===== config.mk =====
export PLATFORM = sky130hd
export DESIGN_NAME = dual_boost_ctl
export DESIGN_NICKNAME = d
export VERILOG_FILES = /design/src/rtl/boost_ctl_pkg.sv /design/src/rtl/thermal_guard.sv /design/src/rtl/low_persist.sv /design/src/rtl/pwr_seq.sv /design/src/rtl/loop_arbiter.sv /design/src/rtl/dual_boost_ctl.sv
export SDC_FILE = /design/constraint.sdc
export NUM_CORES = 1
export LEC_CHECK = 0
export ABC_AREA = 0
export CAP_MARGIN = 0
export CORE_MARGIN = 1
export CORE_UTILIZATION = 36
export CTS_BUF_LIST = sky130_fd_sc_hd__clkbuf_2 sky130_fd_sc_hd__clkbuf_4 sky130_fd_sc_hd__clkbuf_8
export DETAILED_ROUTE_END_ITERATION = 8
export DONT_BUFFER_PORTS = 1
export PLACE_DENSITY = 0.49
export RECOVER_POWER = 50
export SYNTH_ARGS = -nofsm -noshare
export SYNTH_HDL_FRONTEND = slang
export SYNTH_HIERARCHICAL = 1
export SYNTH_SLANG_ARGS = --single-unit

===== constraint.sdc =====
create_clock -name clk_i -period 2.4 [get_ports clk_i]
set_input_delay 0.24 -clock clk_i [delete_from_list [all_inputs] [get_ports clk_i]]
set_output_delay 0.24 -clock clk_i [all_outputs]
set_load 0.02 [all_outputs]

===== src/rtl/boost_ctl_pkg.sv =====
package boost_ctl_pkg;
  typedef enum logic [1:0] {
    SW_OFF  = 2'd0,
    SW_FULL = 2'd1,
    SW_LIN  = 2'd2
  } sw_mode_e;

  typedef enum logic [1:0] {
    OWN_NONE = 2'd0,
    OWN_VOLT = 2'd1,
    OWN_CURR = 2'd2
  } owner_e;

  typedef enum logic [1:0] {
    ST_SHUT = 2'd0,
    ST_SOFT = 2'd1,
    ST_RUN  = 2'd2
  } pwr_state_e;
endpackage


===== src/rtl/thermal_guard.sv =====
module thermal_guard #(
  parameter int TEMP_W = 8,
  parameter int TRIP   = 160,
  parameter int HYST   = 10
) (
  input  logic              clk_i,
  input  logic              rst_ni,
  input  logic [TEMP_W-1:0] temp_i,
  input  logic              uv_i,
  output logic              fault_o
);
  localparam logic [TEMP_W-1:0] TRIP_C  = TEMP_W'(TRIP);
  localparam logic [TEMP_W-1:0] CLEAR_C = TEMP_W'(TRIP - HYST);

  logic hot_q;

  always_ff @(posedge clk_i or negedge rst_ni) begin
    if (!rst_ni)                hot_q <= 1'b0;
    else if (temp_i >= TRIP_C)  hot_q <= 1'b1;
    else if (temp_i <= CLEAR_C) hot_q <= 1'b0;
  end

  assign fault_o = hot_q | uv_i;


  hot_trip_chk: assert property (@(posedge clk_i) disable iff (!rst_ni)
    (temp_i >= TRIP_C) |=> hot_q);


  hot_hold_chk: assert property (@(posedge clk_i) disable iff (!rst_ni)
    (hot_q && temp_i > CLEAR_C) |=> hot_q);
endmodule


===== src/rtl/low_persist.sv =====
module low_persist #(
  parameter int PERSIST = 4
) (
  input  logic clk_i,
  input  logic rst_ni,
  input  logic flag_i,
  output logic qual_o
);
  localparam int            CW     = $clog2(PERSIST + 1);
  localparam logic [CW-1:0] FULL_C = CW'(PERSIST);

  logic [CW-1:0] cnt_q;

  always_ff @(posedge clk_i or negedge rst_ni) begin
    if (!rst_ni)              cnt_q <= '0;
    else if (!flag_i)         cnt_q <= '0;
    else if (cnt_q != FULL_C) cnt_q <= cnt_q + CW'(1);
  end

  assign qual_o = (cnt_q == FULL_C);


  qual_flag_chk: assert property (@(posedge clk_i) disable iff (!rst_ni)
    qual_o |-> $past(flag_i));
endmodule


===== src/rtl/pwr_seq.sv =====
module pwr_seq
  import boost_ctl_pkg::*;
#(
  parameter int SS_CYCLES = 500000
) (
  input  logic       clk_i,
  input  logic       rst_ni,
  input  logic       run_i,
  output pwr_state_e state_o,
  output logic       enter_o
);
  localparam int            CW     = $clog2(SS_CYCLES + 1);
  localparam logic [CW-1:0] LAST_C = CW'(SS_CYCLES - 1);

  pwr_state_e    state_q, state_d;
  logic [CW-1:0] cnt_q, cnt_d;

  always_comb begin
    state_d = state_q;
    cnt_d   = cnt_q;
    if (!run_i) begin
      state_d = ST_SHUT;
      cnt_d   = '0;
    end else begin
      unique case (state_q)
        ST_SHUT: begin
          state_d = ST_SOFT;
          cnt_d   = '0;
        end
        ST_SOFT: begin
          if (cnt_q == LAST_C) state_d = ST_RUN;
          else                 cnt_d   = cnt_q + CW'(1);
        end
        default: state_d = ST_RUN;
      endcase
    end
  end

  always_ff @(posedge clk_i or negedge rst_ni) begin
    if (!rst_ni) begin
      state_q <= ST_SHUT;
      cnt_q   <= '0;
    end else begin
      state_q <= state_d;
      cnt_q   <= cnt_d;
    end
  end

  assign state_o = state_q;
  assign enter_o = run_i && (state_q == ST_SHUT);


  soft_len_chk: assert property (@(posedge clk_i) disable iff (!rst_ni)
    (state_q == ST_SOFT && cnt_q != LAST_C && run_i) |=> state_q == ST_SOFT);


  fault_shut_chk: assert property (@(posedge clk_i) disable iff (!rst_ni)
    !run_i |=> state_q == ST_SHUT);
endmodule


===== src/rtl/loop_arbiter.sv =====
module loop_arbiter
  import boost_ctl_pkg::*;
(
  input  logic   clk_i,
  input  logic   rst_ni,
  input  logic   run_i,
  input  logic   enter_i,
  input  logic   en_volt_i,
  input  logic   en_curr_i,
  input  logic   prefer_volt_i,
  input  logic   volt_qual_i,
  input  logic   curr_qual_i,
  output owner_e owner_o
);
  owner_e owner_q, owner_d;

  always_comb begin
    owner_d = owner_q;
    if (!run_i)                                   owner_d = OWN_NONE;
    else if (en_volt_i && !en_curr_i)             owner_d = OWN_VOLT;
    else if (en_curr_i && !en_volt_i)             owner_d = OWN_CURR;
    else if (enter_i || owner_q == OWN_NONE)      owner_d = prefer_volt_i ? OWN_VOLT : OWN_CURR;
    else if (volt_qual_i && !curr_qual_i)         owner_d = OWN_VOLT;
    else if (curr_qual_i && !volt_qual_i)         owner_d = OWN_CURR;
  end

  always_ff @(posedge clk_i or negedge rst_ni) begin
    if (!rst_ni) owner_q <= OWN_NONE;
    else         owner_q <= owner_d;
  end

  assign owner_o = owner_q;


  handoff_volt_chk: assert property (@(posedge clk_i) disable iff (!rst_ni)
    (run_i && !enter_i && en_volt_i && en_curr_i && owner_q != OWN_NONE &&
     volt_qual_i && !curr_qual_i) |=> owner_q == OWN_VOLT);


  handoff_curr_chk: assert property (@(posedge clk_i) disable iff (!rst_ni)
    (run_i && !enter_i && en_volt_i && en_curr_i && owner_q != OWN_NONE &&
     curr_qual_i && !volt_qual_i) |=> owner_q == OWN_CURR);
endmodule


===== src/rtl/dual_boost_ctl.sv =====
module dual_boost_ctl
  import boost_ctl_pkg::*;
#(
  parameter int TEMP_W    = 8,
  parameter int TEMP_TRIP = 160,
  parameter int TEMP_HYST = 10,
  parameter int SS_CYCLES = 500000,
  parameter int PERSIST   = 4
) (
  input  logic              clk_i,
  input  logic              rst_ni,
  input  logic              en_volt_i,
  input  logic              en_curr_i,
  input  logic              uv_i,
  input  logic [TEMP_W-1:0] temp_i,
  input  logic              ovp_i,
  input  logic              volt_low_i,
  input  logic              curr_low_i,
  input  logic              prefer_volt_i,
  output logic              boost_en_o,
  output logic              ss_active_o,
  output logic [1:0]        sw_volt_o,
  output logic [1:0]        sw_curr_o,
  output logic [1:0]        owner_o
);
  localparam int NCH = 2;

  logic           fault, run, enter, active;
  logic [NCH-1:0] low_raw, low_qual;
  logic           en_volt_q, en_curr_q;
  pwr_state_e     state;
  owner_e         owner;
  sw_mode_e       sw_volt, sw_curr;

  thermal_guard #(
    .TEMP_W (TEMP_W),
    .TRIP   (TEMP_TRIP),
    .HYST   (TEMP_HYST)
  ) u_thermal (
    .clk_i   (clk_i),
    .rst_ni  (rst_ni),
    .temp_i  (temp_i),
    .uv_i    (uv_i),
    .fault_o (fault)
  );

  assign run = (en_volt_i | en_curr_i) & ~fault;

  pwr_seq #(.SS_CYCLES(SS_CYCLES)) u_seq (
    .clk_i   (clk_i),
    .rst_ni  (rst_ni),
    .run_i   (run),
    .state_o (state),
    .enter_o (enter)
  );

  assign low_raw = {curr_low_i, volt_low_i};

  for (genvar g = 0; g < NCH; g++) begin : g_persist
    low_persist #(.PERSIST(PERSIST)) u_persist (
      .clk_i  (clk_i),
      .rst_ni (rst_ni),
      .flag_i (low_raw[g]),
      .qual_o (low_qual[g])
    );
  end

  loop_arbiter u_arb (
    .clk_i         (clk_i),
    .rst_ni        (rst_ni),
    .run_i         (run),
    .enter_i       (enter),
    .en_volt_i     (en_volt_i),
    .en_curr_i     (en_curr_i),
    .prefer_volt_i (prefer_volt_i),
    .volt_qual_i   (low_qual[0]),
    .curr_qual_i   (low_qual[1]),
    .owner_o       (owner)
  );

  always_ff @(posedge clk_i or negedge rst_ni) begin
    if (!rst_ni) begin
      en_volt_q <= 1'b0;
      en_curr_q <= 1'b0;
    end else begin
      en_volt_q <= en_volt_i;
      en_curr_q <= en_curr_i;
    end
  end

  assign active = (state != ST_SHUT);

  always_comb begin
    sw_volt = SW_OFF;
    sw_curr = SW_OFF;
    if (active) begin
      unique case (owner)
        OWN_VOLT: begin
          sw_volt = SW_FULL;
          sw_curr = en_curr_q ? SW_LIN : SW_OFF;
        end
        OWN_CURR: begin
          sw_curr = SW_FULL;
          sw_volt = en_volt_q ? SW_LIN : SW_OFF;
        end
        default: ;
      endcase
    end
  end

  assign boost_en_o  = active & ~ovp_i;
  assign ss_active_o = (state == ST_SOFT);
  assign sw_volt_o   = sw_volt;
  assign sw_curr_o   = sw_curr;
  assign owner_o     = owner;


  shutdown_chk: assert property (@(posedge clk_i) disable iff (!rst_ni)
    (!en_volt_i && !en_curr_i) |=>
      (!boost_en_o && !ss_active_o && sw_volt_o == 2'd0 &&
       sw_curr_o == 2'd0 && owner_o == 2'd0));


  no_dual_full_chk: assert property (@(posedge clk_i) disable iff (!rst_ni)
    !(sw_volt_o == 2'd1 && sw_curr_o == 2'd1));
endmodule


# Word level (Yosys, flattened, before mapping)
# Cells that the tools add are included.
# word_totals
reg_bits	32
in_bits	17
output_inout_bits	8
elab_cells	73
# op_classes
add_sub_neg	3
magnitude_cmp	2
n_eq_ne	14
muxes	25
n_bitwise	6
reduce_logical	15
# ops
op	count
$mux W19	2
$pmux W19 S2	1
$mux W2	13
$add A19 B1 Y19 const B	1
$eq A19 B19 Y1 const B	1
$ne A3 B3 Y1 const B	5
$mux W3	4
$pmux W2 S2	3
$ge A8 B8 Y1 const B	1
$le A8 B8 Y1 const B	1
$add A3 B1 Y3 const B	2
$eq A3 B3 Y1 const B	2
$ne A6 B6 Y1 const B	1
$logic_and A1 B1 Y1	5
$eq A2 B1 Y1 const B	2
$logic_not A1 Y1	4
$logic_not A2 Y1	2
$ne A2 B1 Y1 const B	2
$reduce_bool A2 Y1	2
$and A1 B1 Y1	2
$eq A2 B2 Y1 const B	1
$mux W1	2
$not A1 Y1	2
$or A1 B1 Y1	2
other kinds (2)	2

# Depth between registers and ports, before layout
# depth
depth_word	9
mapped_depth	9
ltp_nobuf	9

# Cells and area by module
# The synthesis kept the hierarchy.
# by_module_without_submodules
module	instances	cells_each	area_per_inst_um2	seq_area_each_um2
pwr_seq	1	137	1241.2	525.5
low_persist	2	17	171.4	75.1
dual_boost_ctl	1	19	165.2	50.0
loop_arbiter	1	16	165.2	50.0
thermal_guard	1	7	60.1	25.0

# Worst setup path before layout
# OpenSTA, ideal clock, no wires.
# synth_timing
path_type	register -> register
startpoint	reg u_thermal.hot_q
endpoint	reg u_seq.cnt_q[17]
setup_time_ns	0.069
arrival_time_ns	2.011
required_ns	2.331
path_slack_ns	0.320
stages_incl_launch_ff	8
n_path_buf	1
period_less_slack_ns	2.080
cell_sequence	dfrtp_1 > or2_2 > nor2_1 > nand2b_1 > or2_2 > clkbuf_1 > or4_1 > nand3_1
# synth_via
elab_chain_cells	5
word_cells_on_any_way	7
classes_between	eq/ne (2); mux (1); bitwise (3); reduce/logical (1)
# synth_rtl
element	line	text
start, declared	thermal_guard.sv:15	logic hot_q;
start signal, assigned	thermal_guard.sv:18	if (!rst_ni) hot_q <= 1'b0;
start signal, assigned	thermal_guard.sv:19	else if (temp_i >= TRIP_C) hot_q <= 1'b1;
start signal, assigned	thermal_guard.sv:20	else if (temp_i <= CLEAR_C) hot_q <= 1'b0;
$or A1 B1 Y1 (*)	thermal_guard.sv:23	assign fault_o = hot_q | uv_i;
via fault	dual_boost_ctl.sv:28	logic fault, run, enter, active;
$not A1 Y1 (*)	dual_boost_ctl.sv:47	assign run = (en_volt_i | en_curr_i) & ~fault;
$and A1 B1 Y1 (*)	dual_boost_ctl.sv:47	
via run	dual_boost_ctl.sv:28	
$ne A3 B3 Y1 (no source line)	n/a	
$reduce_and A2 Y1 (no source line)	n/a	
end signal, assigned	pwr_seq.sv:45	cnt_q <= cnt_d;
end, declared	pwr_seq.sv:16	logic [CW-1:0] cnt_q, cnt_d;
# The timed path passes the listed nets; every way through them passes the cells marked *.
# A chain may end at the register's enable or synchronous reset.

# Worst setup path after layout
# layout_timing
startpoint	reg u_seq.cnt_q[0]
endpoint	reg u_seq.cnt_q[13]
# layout_via
elab_chain_cells	4
word_cells_on_any_way	7
classes_between	add/sub (1); eq/ne (2); mux (3); reduce/logical (1)
# layout_rtl
element	line	text
$add A19 B1 Y19	pwr_seq.sv:32	else cnt_d = cnt_q + CW'(1);
$mux W19	pwr_seq.sv:31	if (cnt_q == LAST_C) state_d = ST_RUN;
$pmux W19 S2	pwr_seq.sv:25	unique case (state_q)
$mux W19	pwr_seq.sv:21	if (!run_i) begin
# Several ways; a longest one is shown, not always the timed one. The select of a mux whose other input is x is not followed.

==> results.md <==
* Top_reg_cell synth: dfrtp_1
* Syn. warnings at 6
* I/O Buffers at 0
* Area leader, netlist: dfrtp_1
* Via/cell ratio at 5.601
* Hold Path Depth at 2
* Main combinational cell family by area after synthesis: simple AND/OR/NAND/NOR gates
* Total track usage at 0.1686
* Share of synthesized area spent on multiplexers at 0.01014
* Sink Count at 32
* Met2 usage at 0.2564
* Crit path DAT at around 2.3 ns
* Reg-to-reg slack, setup at about 0.25 ns
* Fmax at between 0.4 and 0.5 GHz
* Clock Skew at roughly 0.0055 ns
* Minimum clock period at 2.146 ns
* Status: complete, no violations
* Flops & latches, synth at 32
* Maximum clock path buffer count at 2
* Final Max Tran Viols at 0
* Worst path max stage delay at between 0.4 and 0.5 ns
* Post-CTS Resized at 0
* R2r endpoint: u_seq/cnt_q[13]
* LEAKAGE at 0.001011 uW
* Compound-Gate Fraction of Synth Area at 0.1635
* Largest fanout on the critical path at 11
* GR Util met1 at 0.2301
* Nets at about 250
* # diodes at 0
* First-pass iteration count of the detailed router at 4
* Initial drt markers at 88
* RSZ-0062 raised after global routing: false
* Seq/Total Area, Yosys at 0.4056
* Post-synthesis simple-gate area fraction at 0.3093
* Netlist cell types at 47
* H-tree depth at 2
* Final setup vio count at 0
* First-pass GRT wire length at 7.769 mm
* Clock Latency Late Sink at 0.28 ns
* Setup WS post-layout at approximately 0.25 ns
* Setup_tns at 0 ns
* Crit. End Element: register
* Post-Route WL at 4.506 mm
* Synth top area share at 0.4056
* Worst setup startpoint: u_seq/cnt_q[0]
* Setup Fix Bufs, Post-CTS at 0
* Critical path type: reg -> reg
* CP cell instances: ha_1, and3_2, nand3_1, o21bai_1, nand2_1, inv_1, a221o_1
* Fin. Hold Viols at 0
* Post-synth EDFFs at 0
* Syn Nets at 240
* Detail Placement HPWL at approximately 3.3 mm
* Largest net degree at the start of global routing at 33
* Share of cells above drive strength 1 at 0.1460
* Fin crit share at 0.8942
* CTS Root Cell: clkbuf_8
* Wire length per cell at 15.22 microns
* R2r startpoint: u_seq/cnt_q[0]
* Full die area at a little under 0.006 sq mm
* Mean Syn Cell Area at around 9 sq um
* Worst Path Required at between 2 and 3 ns
* Die Y at roughly 76 microns
* CTS clk-pin slew, worst paths at about 0.06 ns
* GR Overflow Total at 0
* Core Box Area at between 0.005 and 0.006 sq mm
* Mapped Cells at 213
* Grt met3 use at 0.04431
* Die W at 76.06 microns
* Cell row count at 26
* Area Growth Syn to Fin at 11.60%
* Crit path max-delay cell type: dfrtp_1
* Starting density of the core at 0.3793
* Synth area leaders: dfrtp_1 41%, ha_1 6.3%, nand3_1 4.3%
* Worst Max-Slew Pin Slew at about 1.5 ns
* XOR/XNOR share of the synthesized area at 0
* CTS tree: yes
* Antenna-violating nets left at 0
* Max-Cap Viols at 0
* Num ports at 25
* Synthesized cell area at 0.001974 sq mm
* CP endpoint: u_seq/cnt_q[13]
* Layout fillers at 531
* GP Congestion at 0.8117
* Post-synthesis adder-cell area fraction at 0.06337
* Vias at 1658
* Asr flop ratio synth at 1.000
* Pwr/cell area at 500.0 mW/mm^2
* Worst min path class: in -> reg
* DRC at 0
* Max VDD drop at ~240 uV
* R2r worst-path depth at 7
* Place WS at 0.2801 ns
* Initial antenna violation count at 0
* Max_slew headroom at 0.03061
* Gr busiest metal: met2
* Vias in the first global route at roughly 1700
* Startpoint types: register
* CTS buffer count at 5
==> synthesized netlist by cell type, types with 3 or more instances <==
| library cell | count |
|---|---|
| inv_1 | 14 |
| a31oi_1 | 4 |
| a211oi_1 | 3 |
| nor2b_1 | 5 |
| nor3_1 | 7 |
| a211o_1 | 3 |
| o21ai_0 | 4 |
| nand3_1 | 17 |
| dfrtp_1 | 32 |
| ha_1 | 10 |
| o21ai_2 | 4 |
| a221o_1 | 6 |
| nand2_1 | 14 |
| nand2b_1 | 5 |
| a21oi_1 | 6 |
| nand4_1 | 10 |
| or4_1 | 3 |
| and3_1 | 9 |
| nor2_1 | 17 |
==> state kept, by name (all words and copies together) (netlist names) <==
register                   cells
u_seq/cnt_q                   19
g_persist.u_persist/cnt_q      6
u_arb/owner_o                  2
u_seq/state_o                  2
en_curr_q                      1
en_volt_q                      1
u_thermal/hot_q                1
==> layout by cell type (no fill, tap or decap), types with 4 or more instances in the layout <==
cell type	instances
nor2b_1	5
and3_1	9
nand2b_1	5
nand2_1	14
nand4_1	10
o21ai_0	4
buf_4	8
a31oi_1	4
nor3_1	7
o21ai_2	4
clkbuf_8	5
a221o_1	6
dfrtp_1	32
nand3_1	17
a21oi_1	6
nor2_1	17
ha_1	10
inv_1	14
==> critical path, delay by kind of cell (launching register included) <==
kind	cells	cell delay (ns)
AO/OA/AOI/OAI	2	0.51
adder cells (fa/ha/maj)	1	0.25
buffers and inverters	1	0.24
flip-flops	1	0.42
AND/OR/NAND/NOR	3	0.61
==> worst min path at each step <==
stage / start / to / slack (ns)
6_report: temp_i[7] / u_thermal/hot_q / 0.07
5_1_grt: temp_i[7] / u_thermal/hot_q / 0.06
4_1_cts: temp_i[7] / u_thermal/hot_q / 0.05
3_5_place_dp: rst_ni / en_curr_q / -0.05
3_3_place_gp: rst_ni / en_volt_q / -0.05
2_1_floorplan: rst_ni / en_curr_q / -0.06
==> logic make-up (layout without fill, tap and decap cells) <==
logic type | count (synthesis) | in the layout
AND/OR/NAND/NOR | 106 | 106
AO/OA/AOI/OAI | 43 | 43
flip-flops | 32 | 32
buffers and inverters | 20 | 33
adder cells (fa/ha/maj) | 10 | 10
multiplexers | 2 | 2
==> layer usage <==
layer	vias to the layer above	wire length (microns)
li1	810	-
met1	805	2221
met2	39	2098
met3	4	154
met4	0	32
met5	-	0
==> final cells by class <==
| type | instances | area (sq um) | share of cell area |
|---|---|---|---|
| clock buffers | 6 | 76.32 | 0.03464 |
| clock inverters | 1 | 5.005 | 0.002271 |
| inverters | 14 | 52.55 | 0.02385 |
| multi-input cells | 161 | 1079 | 0.4895 |
| flip-flops and latches | 32 | 800.8 | 0.3634 |
| well taps | 70 | 87.58 | 0.03975 |
| repair buffers | 12 | 102.6 | 0.04656 |
==> power breakdown <==
part           total [uW]  internal [uW]  switching, uW
Sequential            582            559           23.0
Combinational         126           51.7           74.3
Clock                 394            208            186
==> through the flow <==
stage	hold slack (ns)	util	power [uW]	instances	cell area (sq um)
after global routing	0.05767	0.4233	1165	296	2203
after global placement	-0.05481	0.3995	690.8	285	2079
final	0.06980	0.4233	1102	296	2203
after CTS	0.05476	0.4248	1128	296	2211
after floorplan	-0.05559	-	672.6	213	1974
after detailed placement	-0.05478	0.3995	703.8	285	2079
==> repair_timing <==
item,4_1_cts,5_1_grt
hold buffers,4,0
endpoints found under the hold margin,34,0
endpoints found under the setup margin,0,0
No activity file was read; power rests on OpenSTA's default activity.
